--- config.mk ---
export PLATFORM = sky130hd
export DESIGN_NAME = flash_cmd_ctl
export DESIGN_NICKNAME = d
export VERILOG_FILES = /design/src/rtl/flash_cmd_pkg.sv /design/src/rtl/flash_cmd_seq.sv /design/src/rtl/flash_cmd_engine.sv /design/src/rtl/flash_cmd_array.sv /design/src/rtl/flash_cmd_ctl.sv
export SDC_FILE = /design/constraint.sdc
export NUM_CORES = 1
export LEC_CHECK = 0
export ABC_AREA = 1
export ABC_CLOCK_PERIOD_IN_PS = 2800
export BUFFER_PORTS_ARGS = -buffer_cell sky130_fd_sc_hd__buf_2
export CORE_ASPECT_RATIO = 2
export CORE_MARGIN = 2
export CORE_UTILIZATION = 52
export CTS_CLUSTER_SIZE = 12
export DETAILED_ROUTE_END_ITERATION = 8
export GPL_TIMING_DRIVEN = 1
export HOLD_SLACK_MARGIN = 0.02
export PLACE_DENSITY = 0.68
export SYNTH_ARGS = -nofsm -noshare
export SYNTH_HDL_FRONTEND = slang
export SYNTH_SLANG_ARGS = --single-unit
export TNS_END_PERCENT = 1
--- constraint.sdc ---
create_clock -name clk -period 2.8 [get_ports clk]
set_input_delay 0.42 -clock clk [delete_from_list [all_inputs] [get_ports clk]]
set_output_delay 0.42 -clock clk [all_outputs]
set_load 0.005 [all_outputs]
--- src/rtl/flash_cmd_pkg.sv ---
package flash_cmd_pkg;
  localparam int DW = 8;

  localparam logic [7:0] CMD_UNLK1  = 8'hAA;
  localparam logic [7:0] CMD_UNLK2  = 8'h55;
  localparam logic [7:0] CMD_PROG   = 8'hA0;
  localparam logic [7:0] CMD_ERSET  = 8'h80;
  localparam logic [7:0] CMD_SECT   = 8'h30;
  localparam logic [7:0] CMD_CHIP   = 8'h10;
  localparam logic [7:0] CMD_BYPON  = 8'h20;
  localparam logic [7:0] CMD_BYPX1  = 8'h90;
  localparam logic [7:0] CMD_BYPX2  = 8'h00;
  localparam logic [7:0] CMD_HOLD   = 8'hB0;
  localparam logic [7:0] CMD_CONT   = 8'h30;

  localparam logic [10:0] UNLK_ADR1 = 11'h555;
  localparam logic [10:0] UNLK_ADR2 = 11'h2AA;

  typedef enum logic [2:0] {
    SQ_IDLE,
    SQ_UL1,
    SQ_UL2,
    SQ_PDATA,
    SQ_EUL0,
    SQ_EUL1,
    SQ_EFIN,
    SQ_BXIT
  } seq_t;
endpackage

--- src/rtl/flash_cmd_seq.sv ---
module flash_cmd_seq
  import flash_cmd_pkg::*;
#(
  parameter int ADDR_W = 11
) (
  input  logic              clk,
  input  logic              rst_n,
  input  logic              abort_i,
  input  logic              wr_stb,
  input  logic [ADDR_W-1:0] addr,
  input  logic [DW-1:0]     wdata,
  input  logic              busy,
  input  logic              erase_run,
  input  logic              held,
  output logic              go_prog,
  output logic              go_sect,
  output logic              go_chip,
  output logic              go_hold,
  output logic              go_cont
);
  seq_t st_q, st_d;
  logic byp_q, byp_d;
  logic at_a1, at_a2, is_ul1, is_ul2;

  assign at_a1  = (addr[10:0] == UNLK_ADR1);
  assign at_a2  = (addr[10:0] == UNLK_ADR2);
  assign is_ul1 = at_a1 && (wdata == CMD_UNLK1);
  assign is_ul2 = at_a2 && (wdata == CMD_UNLK2);

  always_comb begin
    st_d    = st_q;
    byp_d   = byp_q;
    go_prog = 1'b0;
    go_sect = 1'b0;
    go_chip = 1'b0;
    go_hold = 1'b0;
    go_cont = 1'b0;
    if (busy) begin
      st_d = SQ_IDLE;
      if (wr_stb && erase_run && (wdata == CMD_HOLD)) go_hold = 1'b1;
    end else if (wr_stb) begin
      st_d = SQ_IDLE;
      unique case (st_q)
        SQ_IDLE: begin
          if (byp_q && (wdata == CMD_PROG))       st_d = SQ_PDATA;
          else if (byp_q && (wdata == CMD_BYPX1)) st_d = SQ_BXIT;
          else if (is_ul1)                        st_d = SQ_UL1;
          else if (held && (wdata == CMD_CONT))   go_cont = 1'b1;
        end
        SQ_UL1: if (is_ul2) st_d = SQ_UL2;
        SQ_UL2: begin
          if (at_a1) begin
            if (wdata == CMD_PROG)       st_d = SQ_PDATA;
            else if (wdata == CMD_ERSET) st_d = SQ_EUL0;
            else if (wdata == CMD_BYPON) byp_d = 1'b1;
          end
        end
        SQ_PDATA: go_prog = 1'b1;
        SQ_EUL0:  if (is_ul1) st_d = SQ_EUL1;
        SQ_EUL1:  if (is_ul2) st_d = SQ_EFIN;
        SQ_EFIN: begin
          if (wdata == CMD_SECT)                go_sect = 1'b1;
          else if (at_a1 && wdata == CMD_CHIP)  go_chip = 1'b1;
        end
        SQ_BXIT: if (wdata == CMD_BYPX2) byp_d = 1'b0;
        default: st_d = SQ_IDLE;
      endcase
    end
  end

  always_ff @(posedge clk or negedge rst_n) begin
    if (!rst_n) begin
      st_q  <= SQ_IDLE;
      byp_q <= 1'b0;
    end else if (abort_i) begin
      st_q  <= SQ_IDLE;
      byp_q <= 1'b0;
    end else begin
      st_q  <= st_d;
      byp_q <= byp_d;
    end
  end
endmodule

--- src/rtl/flash_cmd_engine.sv ---
module flash_cmd_engine
  import flash_cmd_pkg::*;
#(
  parameter int ARR_AW       = 6,
  parameter int SECT_AW      = 2,
  parameter int PROG_CYCLES  = 4,
  parameter int ERASE_CYCLES = 8
) (
  input  logic                      clk,
  input  logic                      rst_n,
  input  logic                      abort_i,
  input  logic                      go_prog,
  input  logic                      go_sect,
  input  logic                      go_chip,
  input  logic                      go_hold,
  input  logic                      go_cont,
  input  logic [ARR_AW-1:0]         op_idx,
  input  logic [DW-1:0]             op_data,
  input  logic [(1<<SECT_AW)-1:0]   lock,
  input  logic [SECT_AW-1:0]        rd_sec,
  output logic                      busy,
  output logic                      erase_run,
  output logic                      held,
  output logic                      stat_sel,
  output logic                      poll_bit,
  output logic                      pg_en,
  output logic [ARR_AW-1:0]         pg_idx,
  output logic [DW-1:0]             pg_val,
  output logic                      er_en,
  output logic [(1<<SECT_AW)-1:0]   er_mask
);
  localparam int NSECT = 1 << SECT_AW;
  localparam int PCW   = (PROG_CYCLES  > 1) ? $clog2(PROG_CYCLES)  : 1;
  localparam int ECW   = (ERASE_CYCLES > 1) ? $clog2(ERASE_CYCLES) : 1;
  localparam logic [ARR_AW-1:0] LAST_IDX = '1;

  logic              prg_q, prg_d;
  logic [PCW-1:0]    pcnt_q, pcnt_d;
  logic [ARR_AW-1:0] pidx_q, pidx_d;
  logic [DW-1:0]     pval_q, pval_d;
  logic              ers_q, ers_d;
  logic              pre_q, pre_d;
  logic [ARR_AW-1:0] eidx_q, eidx_d;
  logic [ECW-1:0]    ecnt_q, ecnt_d;
  logic [NSECT-1:0]  emask_q, emask_d;
  logic              hold_q, hold_d;
  logic [SECT_AW-1:0] op_sec, pre_sec;
  logic [NSECT-1:0]  new_mask;

  assign op_sec   = op_idx[ARR_AW-1 -: SECT_AW];
  assign pre_sec  = eidx_q[ARR_AW-1 -: SECT_AW];
  assign new_mask = (go_chip ? {NSECT{1'b1}} : (NSECT'(1) << op_sec)) & ~lock;

  assign busy      = prg_q | (ers_q & ~hold_q);
  assign erase_run = ers_q & ~hold_q & ~prg_q;
  assign held      = ers_q & hold_q;
  assign stat_sel  = busy | (ers_q & hold_q & emask_q[rd_sec]);
  assign poll_bit  = prg_q & ~pval_q[DW-1];
  assign er_mask   = emask_q;

  always_comb begin
    prg_d   = prg_q;
    pcnt_d  = pcnt_q;
    pidx_d  = pidx_q;
    pval_d  = pval_q;
    ers_d   = ers_q;
    pre_d   = pre_q;
    eidx_d  = eidx_q;
    ecnt_d  = ecnt_q;
    emask_d = emask_q;
    hold_d  = hold_q;
    pg_en   = 1'b0;
    pg_idx  = pidx_q;
    pg_val  = pval_q;
    er_en   = 1'b0;
    if (abort_i) begin
      prg_d  = 1'b0;
      ers_d  = 1'b0;
      hold_d = 1'b0;
    end else begin
      if (prg_q) begin
        if (pcnt_q == '0) begin
          pg_en = 1'b1;
          prg_d = 1'b0;
        end else begin
          pcnt_d = pcnt_q - 1'b1;
        end
      end else if (go_prog && !lock[op_sec] && !(ers_q && emask_q[op_sec])) begin
        prg_d  = 1'b1;
        pcnt_d = PCW'(PROG_CYCLES - 1);
        pidx_d = op_idx;
        pval_d = op_data;
      end

      if (erase_run) begin
        if (go_hold) begin
          hold_d = 1'b1;
        end else if (pre_q) begin
          if (emask_q[pre_sec]) begin
            pg_en  = 1'b1;
            pg_idx = eidx_q;
            pg_val = '0;
          end
          if (eidx_q == LAST_IDX) begin
            pre_d  = 1'b0;
            ecnt_d = ECW'(ERASE_CYCLES - 1);
          end else begin
            eidx_d = eidx_q + 1'b1;
          end
        end else if (ecnt_q == '0) begin
          er_en = 1'b1;
          ers_d = 1'b0;
        end else begin
          ecnt_d = ecnt_q - 1'b1;
        end
      end else if (held && go_cont) begin
        hold_d = 1'b0;
      end else if (!ers_q && !prg_q && (go_sect || go_chip) && (new_mask != '0)) begin
        ers_d   = 1'b1;
        pre_d   = 1'b1;
        eidx_d  = '0;
        emask_d = new_mask;
      end
    end
  end

  always_ff @(posedge clk or negedge rst_n) begin
    if (!rst_n) begin
      prg_q   <= 1'b0;
      pcnt_q  <= '0;
      pidx_q  <= '0;
      pval_q  <= '0;
      ers_q   <= 1'b0;
      pre_q   <= 1'b0;
      eidx_q  <= '0;
      ecnt_q  <= '0;
      emask_q <= '0;
      hold_q  <= 1'b0;
    end else begin
      prg_q   <= prg_d;
      pcnt_q  <= pcnt_d;
      pidx_q  <= pidx_d;
      pval_q  <= pval_d;
      ers_q   <= ers_d;
      pre_q   <= pre_d;
      eidx_q  <= eidx_d;
      ecnt_q  <= ecnt_d;
      emask_q <= emask_d;
      hold_q  <= hold_d;
    end
  end
endmodule

--- src/rtl/flash_cmd_array.sv ---
module flash_cmd_array
  import flash_cmd_pkg::*;
#(
  parameter int ARR_AW  = 6,
  parameter int SECT_AW = 2
) (
  input  logic                    clk,
  input  logic                    rst_n,
  input  logic                    pg_en,
  input  logic [ARR_AW-1:0]       pg_idx,
  input  logic [DW-1:0]           pg_val,
  input  logic                    er_en,
  input  logic [(1<<SECT_AW)-1:0] er_mask,
  input  logic [ARR_AW-1:0]       rd_idx,
  output logic [DW-1:0]           rd_word
);
  localparam int WORDS = 1 << ARR_AW;
  localparam int SWB   = ARR_AW - SECT_AW;

  logic [DW-1:0] mem [WORDS];

  always_ff @(posedge clk or negedge rst_n) begin
    if (!rst_n) begin
      for (int w = 0; w < WORDS; w++) mem[w] <= '1;
    end else begin
      for (int w = 0; w < WORDS; w++) begin
        if (er_en && er_mask[w >> SWB]) begin
          mem[w] <= '1;
        end else if (pg_en && (pg_idx == ARR_AW'(w))) begin
          mem[w] <= mem[w] & pg_val;
        end
      end
    end
  end

  assign rd_word = mem[rd_idx];
endmodule

--- src/rtl/flash_cmd_ctl.sv ---
module flash_cmd_ctl
  import flash_cmd_pkg::*;
#(
  parameter int ADDR_W       = 11,
  parameter int ARR_AW       = 6,
  parameter int SECT_AW      = 2,
  parameter int PROG_CYCLES  = 4,
  parameter int ERASE_CYCLES = 8
) (
  input  logic                    clk,
  input  logic                    rst_n,
  input  logic                    abort_i,
  input  logic                    ce_n,
  input  logic                    oe_n,
  input  logic                    we_n,
  input  logic [ADDR_W-1:0]       addr,
  input  logic [7:0]              wdata,
  input  logic [(1<<SECT_AW)-1:0] lock,
  output logic [7:0]              rdata,
  output logic                    ready
);
  localparam int NSECT = 1 << SECT_AW;

  logic rd_act, wr_stb;
  logic busy, erase_run, held, stat_sel, poll_bit;
  logic go_prog, go_sect, go_chip, go_hold, go_cont;
  logic pg_en, er_en;
  logic [ARR_AW-1:0] pg_idx;
  logic [DW-1:0] pg_val, rd_word;
  logic [NSECT-1:0] er_mask;
  logic tog_q;

  assign rd_act = ~ce_n & ~oe_n & we_n;
  assign wr_stb = ~ce_n & ~we_n & oe_n;

  flash_cmd_seq #(.ADDR_W(ADDR_W)) u_seq (
    .clk(clk), .rst_n(rst_n), .abort_i(abort_i), .wr_stb(wr_stb),
    .addr(addr), .wdata(wdata), .busy(busy), .erase_run(erase_run),
    .held(held), .go_prog(go_prog), .go_sect(go_sect), .go_chip(go_chip),
    .go_hold(go_hold), .go_cont(go_cont)
  );

  flash_cmd_engine #(
    .ARR_AW(ARR_AW), .SECT_AW(SECT_AW),
    .PROG_CYCLES(PROG_CYCLES), .ERASE_CYCLES(ERASE_CYCLES)
  ) u_eng (
    .clk(clk), .rst_n(rst_n), .abort_i(abort_i),
    .go_prog(go_prog), .go_sect(go_sect), .go_chip(go_chip),
    .go_hold(go_hold), .go_cont(go_cont),
    .op_idx(addr[ARR_AW-1:0]), .op_data(wdata), .lock(lock),
    .rd_sec(addr[ARR_AW-1 -: SECT_AW]),
    .busy(busy), .erase_run(erase_run), .held(held), .stat_sel(stat_sel),
    .poll_bit(poll_bit), .pg_en(pg_en), .pg_idx(pg_idx), .pg_val(pg_val),
    .er_en(er_en), .er_mask(er_mask)
  );

  flash_cmd_array #(.ARR_AW(ARR_AW), .SECT_AW(SECT_AW)) u_arr (
    .clk(clk), .rst_n(rst_n), .pg_en(pg_en), .pg_idx(pg_idx),
    .pg_val(pg_val), .er_en(er_en), .er_mask(er_mask),
    .rd_idx(addr[ARR_AW-1:0]), .rd_word(rd_word)
  );

  always_ff @(posedge clk or negedge rst_n) begin
    if (!rst_n) tog_q <= 1'b0;
    else if (rd_act && stat_sel) tog_q <= ~tog_q;
  end

  always_comb begin
    if (!rd_act)       rdata = '0;
    else if (stat_sel) rdata = {poll_bit, tog_q, 6'b0};
    else               rdata = rd_word;
  end

  assign ready = ~busy;
endmodule

# Word level (Yosys, flattened, before mapping)
# Index checks and enable logic that the tools add are counted.
word_totals:
  elab_cells: 685
  ff_bits: 550
  out_inout_bits: 9
  inputBits: 29
classes:
  n_eq_ne: 100
  shift: 1
  add_sub_neg: 3
  n_reduce_logical: 175
  n_lt_le_gt_ge: 3
  n_bitwise: 90
  n_mux: 236
op_table:
  columns: ["op", "count"]
  rows:
  - ["8-bit 2-to-1 mux", 137]
  - ["8-bit AND", 64]
  - ["6-bit == test (second input constant)", 33]
  - ["2-bit nonzero test", 67]
  - ["6-bit by 5-bit == test with 1-bit output (second input constant)", 16]
  - ["1-bit logical AND", 84]
  - ["6-bit 2-to-1 mux", 11]
  - ["1-bit 2-to-1 mux", 64]
  - ["8-bit binary-select mux with 6-bit select", 1]
  - ["6-bit by 4-bit == test with 1-bit output (second input constant)", 8]
  - ["8-bit == test (second input constant)", 5]
  - ["3-bit 2-to-1 mux", 13]
  - ["6-bit by 3-bit == test with 1-bit output (second input constant)", 4]
  - ["3-bit inequality test (second input constant)", 6]
  - ["8-bit by 6-bit == test with 1-bit output (second input constant)", 2]
  - ["3-bit one-hot mux with 5 select lines", 1]
  - ["3-bit == test (second input constant)", 4]
  - ["6-bit by 2-bit == test with 1-bit output (second input constant)", 2]
  - ["2-bit inequality test (second input constant)", 6]
  - ["3-bit by 2-bit inequality test with 1-bit output (second input constant)", 4]
  - ["1-bit inverter", 12]
  - ["3-bit nonzero test", 4]
  - ["11-bit by 10-bit == test with 1-bit output (second input constant)", 1]
  - ["11-bit == test (second input constant)", 1]
  - ["34 further kinds", 58]

# Longest topological paths before layout
logic_depth:
  depth_word: 15
  mapped_depth: 17
  ltp_nobuf: 14

# By module
# Synthesis repeated with hierarchy kept, for this count alone.
unflattened:
  hier_cells: 3382
  area_unflattened_um2: 26840.7
modules_own_cells:
  columns: ["module", "area_per_inst_um2", "n_inst", "cells_each", "seq_area_each_um2"]
  rows:
  - ["flash_cmd_array", 24003.0, 1, 2950, 13452.9]
  - ["flash_cmd_engine", 1981.9, 1, 261, 825.8]
  - ["flash_cmd_seq", 703.2, 1, 142, 100.1]
  - ["flash_cmd_ctl", 152.6, 1, 29, 25.0]

# Worst setup path after synthesis
# No wires, ideal clock.
synth_timing:
  path_type: "in2out"
  from: "in addr[0]"
  to: "out rdata[4]"
  stages: 10
  arrival_ps: 1901
  required_ps: 2380
  slack_ps: 479
  path_cell_list: "clkinv_1 > clkbuf_1 > clkbuf_1 > clkbuf_1 > nor2_1 > o22ai_1 > nand2_1 > a41oi_1 > nor2_1 > a21oi_1"
synth_via:
  elab_chain_len: 6
synth_lines:
  columns: ["item", "line_no", "rtl"]
  rows:
  - ["start: declaration", "flash_cmd_ctl.sv:16", "input logic [ADDR_W-1:0] addr,"]
  - ["6-bit inverter with 7-bit output (not written as such)", "flash_cmd_array.sv:36", "assign rd_word = mem[rd_idx];"]
  - ["8-bit binary-select mux with 6-bit select", "flash_cmd_array.sv:36", null]
  - ["8-bit 2-to-1 mux (not written as such) (2 in series)", "flash_cmd_array.sv:36", null]
  - ["8-bit 2-to-1 mux", "flash_cmd_ctl.sv:70", "else if (stat_sel) rdata = {poll_bit, tog_q, 6'b0};"]
  - ["8-bit 2-to-1 mux", "flash_cmd_ctl.sv:69", "if (!rd_act) rdata = '0;"]
  - ["end: declaration", "flash_cmd_ctl.sv:19", "output logic [7:0] rdata,"]
# Every way passes these cells. The select of a mux whose other input is x is not followed.

# Worst setup path in the final report
layout_timing:
  from: "reg u_arr.mem[461] (netlist name)"
  to: "out rdata[5]"
layout_via:
  elab_chain_len: 5
layout_lines:
  columns: ["item", "line_no", "rtl"]
  rows:
  - ["start: declaration", "flash_cmd_array.sv:20", "logic [DW-1:0] mem [WORDS];"]
  - ["start signal: indexed assignment", "flash_cmd_array.sv:30", "mem[w] <= mem[w] & pg_val;"]
  - ["8-bit binary-select mux with 6-bit select", "flash_cmd_array.sv:36", null]
  - ["8-bit 2-to-1 mux (not written as such) (2 in series)", "flash_cmd_array.sv:36", null]
  - ["8-bit 2-to-1 mux", "flash_cmd_ctl.sv:70", null]
  - ["8-bit 2-to-1 mux", "flash_cmd_ctl.sv:69", null]
# Every way passes these cells. The select of a mux whose other input is x is not followed.

==> qor.log <==
[status] outcome completed
[cts] clock root buffer sky130_fd_sc_hd__clkbuf_16
[layout] layout cell share with drive strength beyond 1 0.241
[pwr] total power consumption of the routed design 15.6 mW
[placed_design] Routability Congestion 0.954
[sta] clock period minus final worst setup slack 2.80 ns
[routing] routed wire length per instance 22.0 µm
[critical_path] signal arrival time at the worst endpoint 2.38 ns
[grt] via count of the first global-routing pass 26000
[floorplanning] top-level I/O count 38
[routing] number of antenna-violating nets in the routed design 0
[yosys] #FFs+latches synth 550
[yosys] post-synthesis cell type with the largest combined area sky130_fd_sc_hd__dfstp_2
[critical_path] CP top delay family compound AO/OA/AOI/OAI gates
[flow_run] number of max-capacitance violations reported 0
[pwr] share of power burned in combinational logic 0.072
[critical_path] CP endpoint kind output pin
[yosys] proportion of netlist area held by the largest area contributor 0.481
[pwr] maximum vdd ir drop 0.493 mV
[routing] via total after detailed routing 26100
[routing] detailed-route DRC error count 0
[cts] sinks on the clock net 550
[layout] commonest cells after routing, fill and taps aside sky130_fd_sc_hd__nand2_1 (1254), sky130_fd_sc_hd__nand3_1 (537), sky130_fd_sc_hd__dfstp_2 (512), sky130_fd_sc_hd__nor2_1 (313), sky130_fd_sc_hd__o21ai_0 (299)
[sta] Setup WS post-layout 0.00421 ns
[floorplanning] floorplan die height 332 µm
[grt] initial antenna violation count 1
[floorplanning] number of core rows 120
[routing] Initial DRC Count 2657
[yosys] netlist area before placement 0.0280 mm²
[sta] Fmax 0.358 GHz
[yosys] sequential share of the synthesized area 0.515
[floorplanning] chip width 168 µm
[pwr] cell internal power dissipation 11.7 mW
[pwr] Psw 3.86 mW
[critical_path] slack of the worst reg-to-reg path 0.19 ns
[cts] TritonCTS clock tree done
[cts] TritonCTS Buffers 52
[pwr] Switching Share 0.248
[cts] clock latency reported for the late side of the worst-skew pair 0.63 ns
[sta] final-report hold violation count 0
[floorplanning] Initial Util 0.525
[yosys] syn nets 3650
[critical_path] maximum cell stage delay along the critical path 0.53 ns
[critical_path] data required time of the critical path 2.38 ns
[layout] area added between synthesis and finish 13.3%
[floorplanning] Die Footprint 0.0558 mm²
[layout] leading cell type in the layout, fill and taps excluded sky130_fd_sc_hd__nand2_1
[sta] maximum clock skew at final layout 0.0297 ns
[critical_path] critical-path cell with the highest stage delay sky130_fd_sc_hd__dfstp_2
[yosys] Synth warnings 0
[grt] first-pass GRT wire length 146000 µm
[floorplanning] area inside the core boundary 0.0533 mm²
[placed_design] post-placement worst setup slack 0.0411 ns
[critical_path] type of origin of the critical path flop
[placed_design] count of buffers from port buffering 37
[sta] final clock period utilization by the worst path 0.998
[yosys] Primary FF master, synth sky130_fd_sc_hd__dfstp_2
[routing] Avg Vias per Cell 6.14
[grt] remaining global-route overflow 0
[critical_path] Max FO, Critical Path 2
[routing] count of TritonRoute iterations in the first routing pass 6
[sta] max-slew violation count 0
[yosys] number of distinct library cell variants in the gate-level netlist after synthesis 43
[layout] final cell area excluding filler cells 0.0317 mm²
[cts] H-tree depth 2
[sta] setup repair after global routing missed its margin true
[cts] clock-pin slew on the worst setup and hold paths 0.06 ns
[critical_path] Buf/Inv on CP 2
[placed_design] area after detailed placement 0.0302 mm²
[cts] maximum buffer depth of the clock tree 3
[pwr] proportion of power drawn by flip-flops and latches 0.514
[yosys] largest cells by area after synthesis sky130_fd_sc_hd__dfstp_2 (48%), sky130_fd_sc_hd__nand2_1 (17%), sky130_fd_sc_hd__nand3_1 (9.6%)
[layout] filler cell count 4612
[yosys] Post-synth EDFFs 0
[routing] wire length reported by the detailed router 93800 µm
[sta] Final setup viols 0
[placed_design] detailed placement HPWL 57200 µm
[pwr] P per Cell Area 491 mW/mm²
[grt] maximum number of pins on one net before global-route repair 84
[yosys] share of synthesized flip-flops with an asynchronous set or reset 1.00
[layout] net count of the finished layout 3610
[pwr] part of the power in the clock network 0.415
[yosys] post-synthesis instance total 3617
[layout] diodes inserted 0
[sta] transition time at the pin with the least slew margin 0.741 ns
[cts] post-CTS setup buffer count 0
[critical_path] critical path class reg2out
[yosys] Avg Inst Size Synth 7.74 µm²
[critical_path] critical path cell sequence o21ai_0, o22ai_1, nand2_1, nand4_1, a21oi_1, a31oi_2, buf_4, buf_2
[min_path] worst min-delay path category in2reg
[grt] GRT Resource Usage Total 0.335
[pwr] static power due to leakage 14.4 nW
[sta] Relative slew margins 0.506
## state kept, by name, summed over array words and instances (netlist names)
signal	count
u_eng.pcnt_q	2
u_arr.mem	512
u_eng.er_mask	4
u_eng.pidx_q	6
u_eng.ecnt_q	3
u_eng.ers_q	1
u_eng.prg_q	1
u_eng.pre_q	1
u_seq.st_q	3
u_eng.pval_q	8
u_eng.hold_q	1
tog_q	1
u_seq.byp_q	1
u_eng.eidx_q	6
## power by group through the flow
stage | logic (mW) | clock network, mW | registers [mW]
floorplan | 0.487 | 0 | 8.11
global placement | 1.08 | 0 | 8.11
detailed placement | 1.09 | 0 | 8.11
CTS | 1.10 | 6.56 | 7.99
global route | 1.21 | 6.80 | 7.99
finish | 1.12 | 6.45 | 7.99
## per-layer routing
layer | vias up | GRT usage | wire length [µm]
li1 | 11700 | - | -
met1 | 12700 | 0.392 | 33900
met2 | 1286 | 0.570 | 46000
met3 | 382 | 0.0522 | 7450
met4 | 2 | 0.216 | 6480
met5 | - | 0 | 18
## cell families (layout without fill, tap and decap cells)
| kind of cell | count (synthesis) | after routing | synth area share |
|---|---|---|---|
| mux | 5 | 5 | 0.00201 |
| simple gates | 2201 | 2201 | 0.328 |
| flops | 550 | 550 | 0.515 |
| compound gates | 482 | 482 | 0.0952 |
| buf+inv | 373 | 345 | 0.0576 |
| xor+xnor | 2 | 2 | 0.000626 |
| fa+ha+maj | 4 | 4 | 0.00179 |
## through the flow
step                 util  setup TNS [ns]  hold slack (ns)  std cells
global placement    0.567               0            0.445       4193
finish              0.595               0           0.0735       4260
global route        0.595          -0.209           0.0804       4260
CTS                 0.594         -0.0435           0.0506       4260
detailed placement  0.567               0            0.449       4193
floorplan               -               0            0.124       3617
## what timing repair did
item | 4_1_cts | 5_1_grt
endpoints found under the setup margin | 6 | 388
hold buffers | 1 | 0
endpoints found under the hold margin | 3 | 0
gates resized for setup | 7 | 20
pin swaps | 0 | 11
## cell type report
| class | count | area [µm²] | area share |
|---|---|---|---|
| Clock buffer | 62 | 1360 | 0.0428 |
| Sequential cell | 550 | 14400 | 0.454 |
| Timing Repair Buffer | 215 | 2640 | 0.0832 |
| Multi-Input combinational cell | 2694 | 12200 | 0.384 |
| Tap cell | 671 | 840 | 0.0265 |
| Clock inverter | 4 | 52.6 | 0.00166 |
| Inverter | 64 | 250 | 0.00789 |
## worst paths after layout
kind                                                  from                     endpoint  cells after the start
worst max register to register    u_eng.hold_q$_DFFE_PN0P_   u_arr.mem[492]$_DFFE_PN1P_                     15
max in group asynchronous                            rst_n   u_arr.mem[208]$_DFFE_PN1P_                      3
min in group asynchronous                            rst_n  u_eng.ecnt_q[0]$_DFFE_PN0P_                      2
worst min register to register  u_arr.mem[204]$_DFFE_PN1P_   u_arr.mem[204]$_DFFE_PN1P_                      2
worst max-delay path            u_arr.mem[461]$_DFFE_PN1P_                     rdata[5]                      8
worst min-delay path                              wdata[2]  u_eng.pval_q[2]$_DFFE_PN0P_                      2
## Yosys cell counts (25+ instances only)
| cell type | number |
|---|---|
| sky130_fd_sc_hd__nor2_1 | 320 |
| sky130_fd_sc_hd__o21ai_0 | 306 |
| sky130_fd_sc_hd__clkbuf_1 | 201 |
| sky130_fd_sc_hd__nand4_1 | 25 |
| sky130_fd_sc_hd__dfstp_2 | 512 |
| sky130_fd_sc_hd__nand2_1 | 1269 |
| sky130_fd_sc_hd__buf_4 | 31 |
| sky130_fd_sc_hd__buf_2 | 76 |
| sky130_fd_sc_hd__nand3_1 | 538 |
| sky130_fd_sc_hd__dfrtp_1 | 38 |
| sky130_fd_sc_hd__inv_1 | 59 |
| sky130_fd_sc_hd__o22ai_1 | 123 |
(Power assumes the default switching activity.)
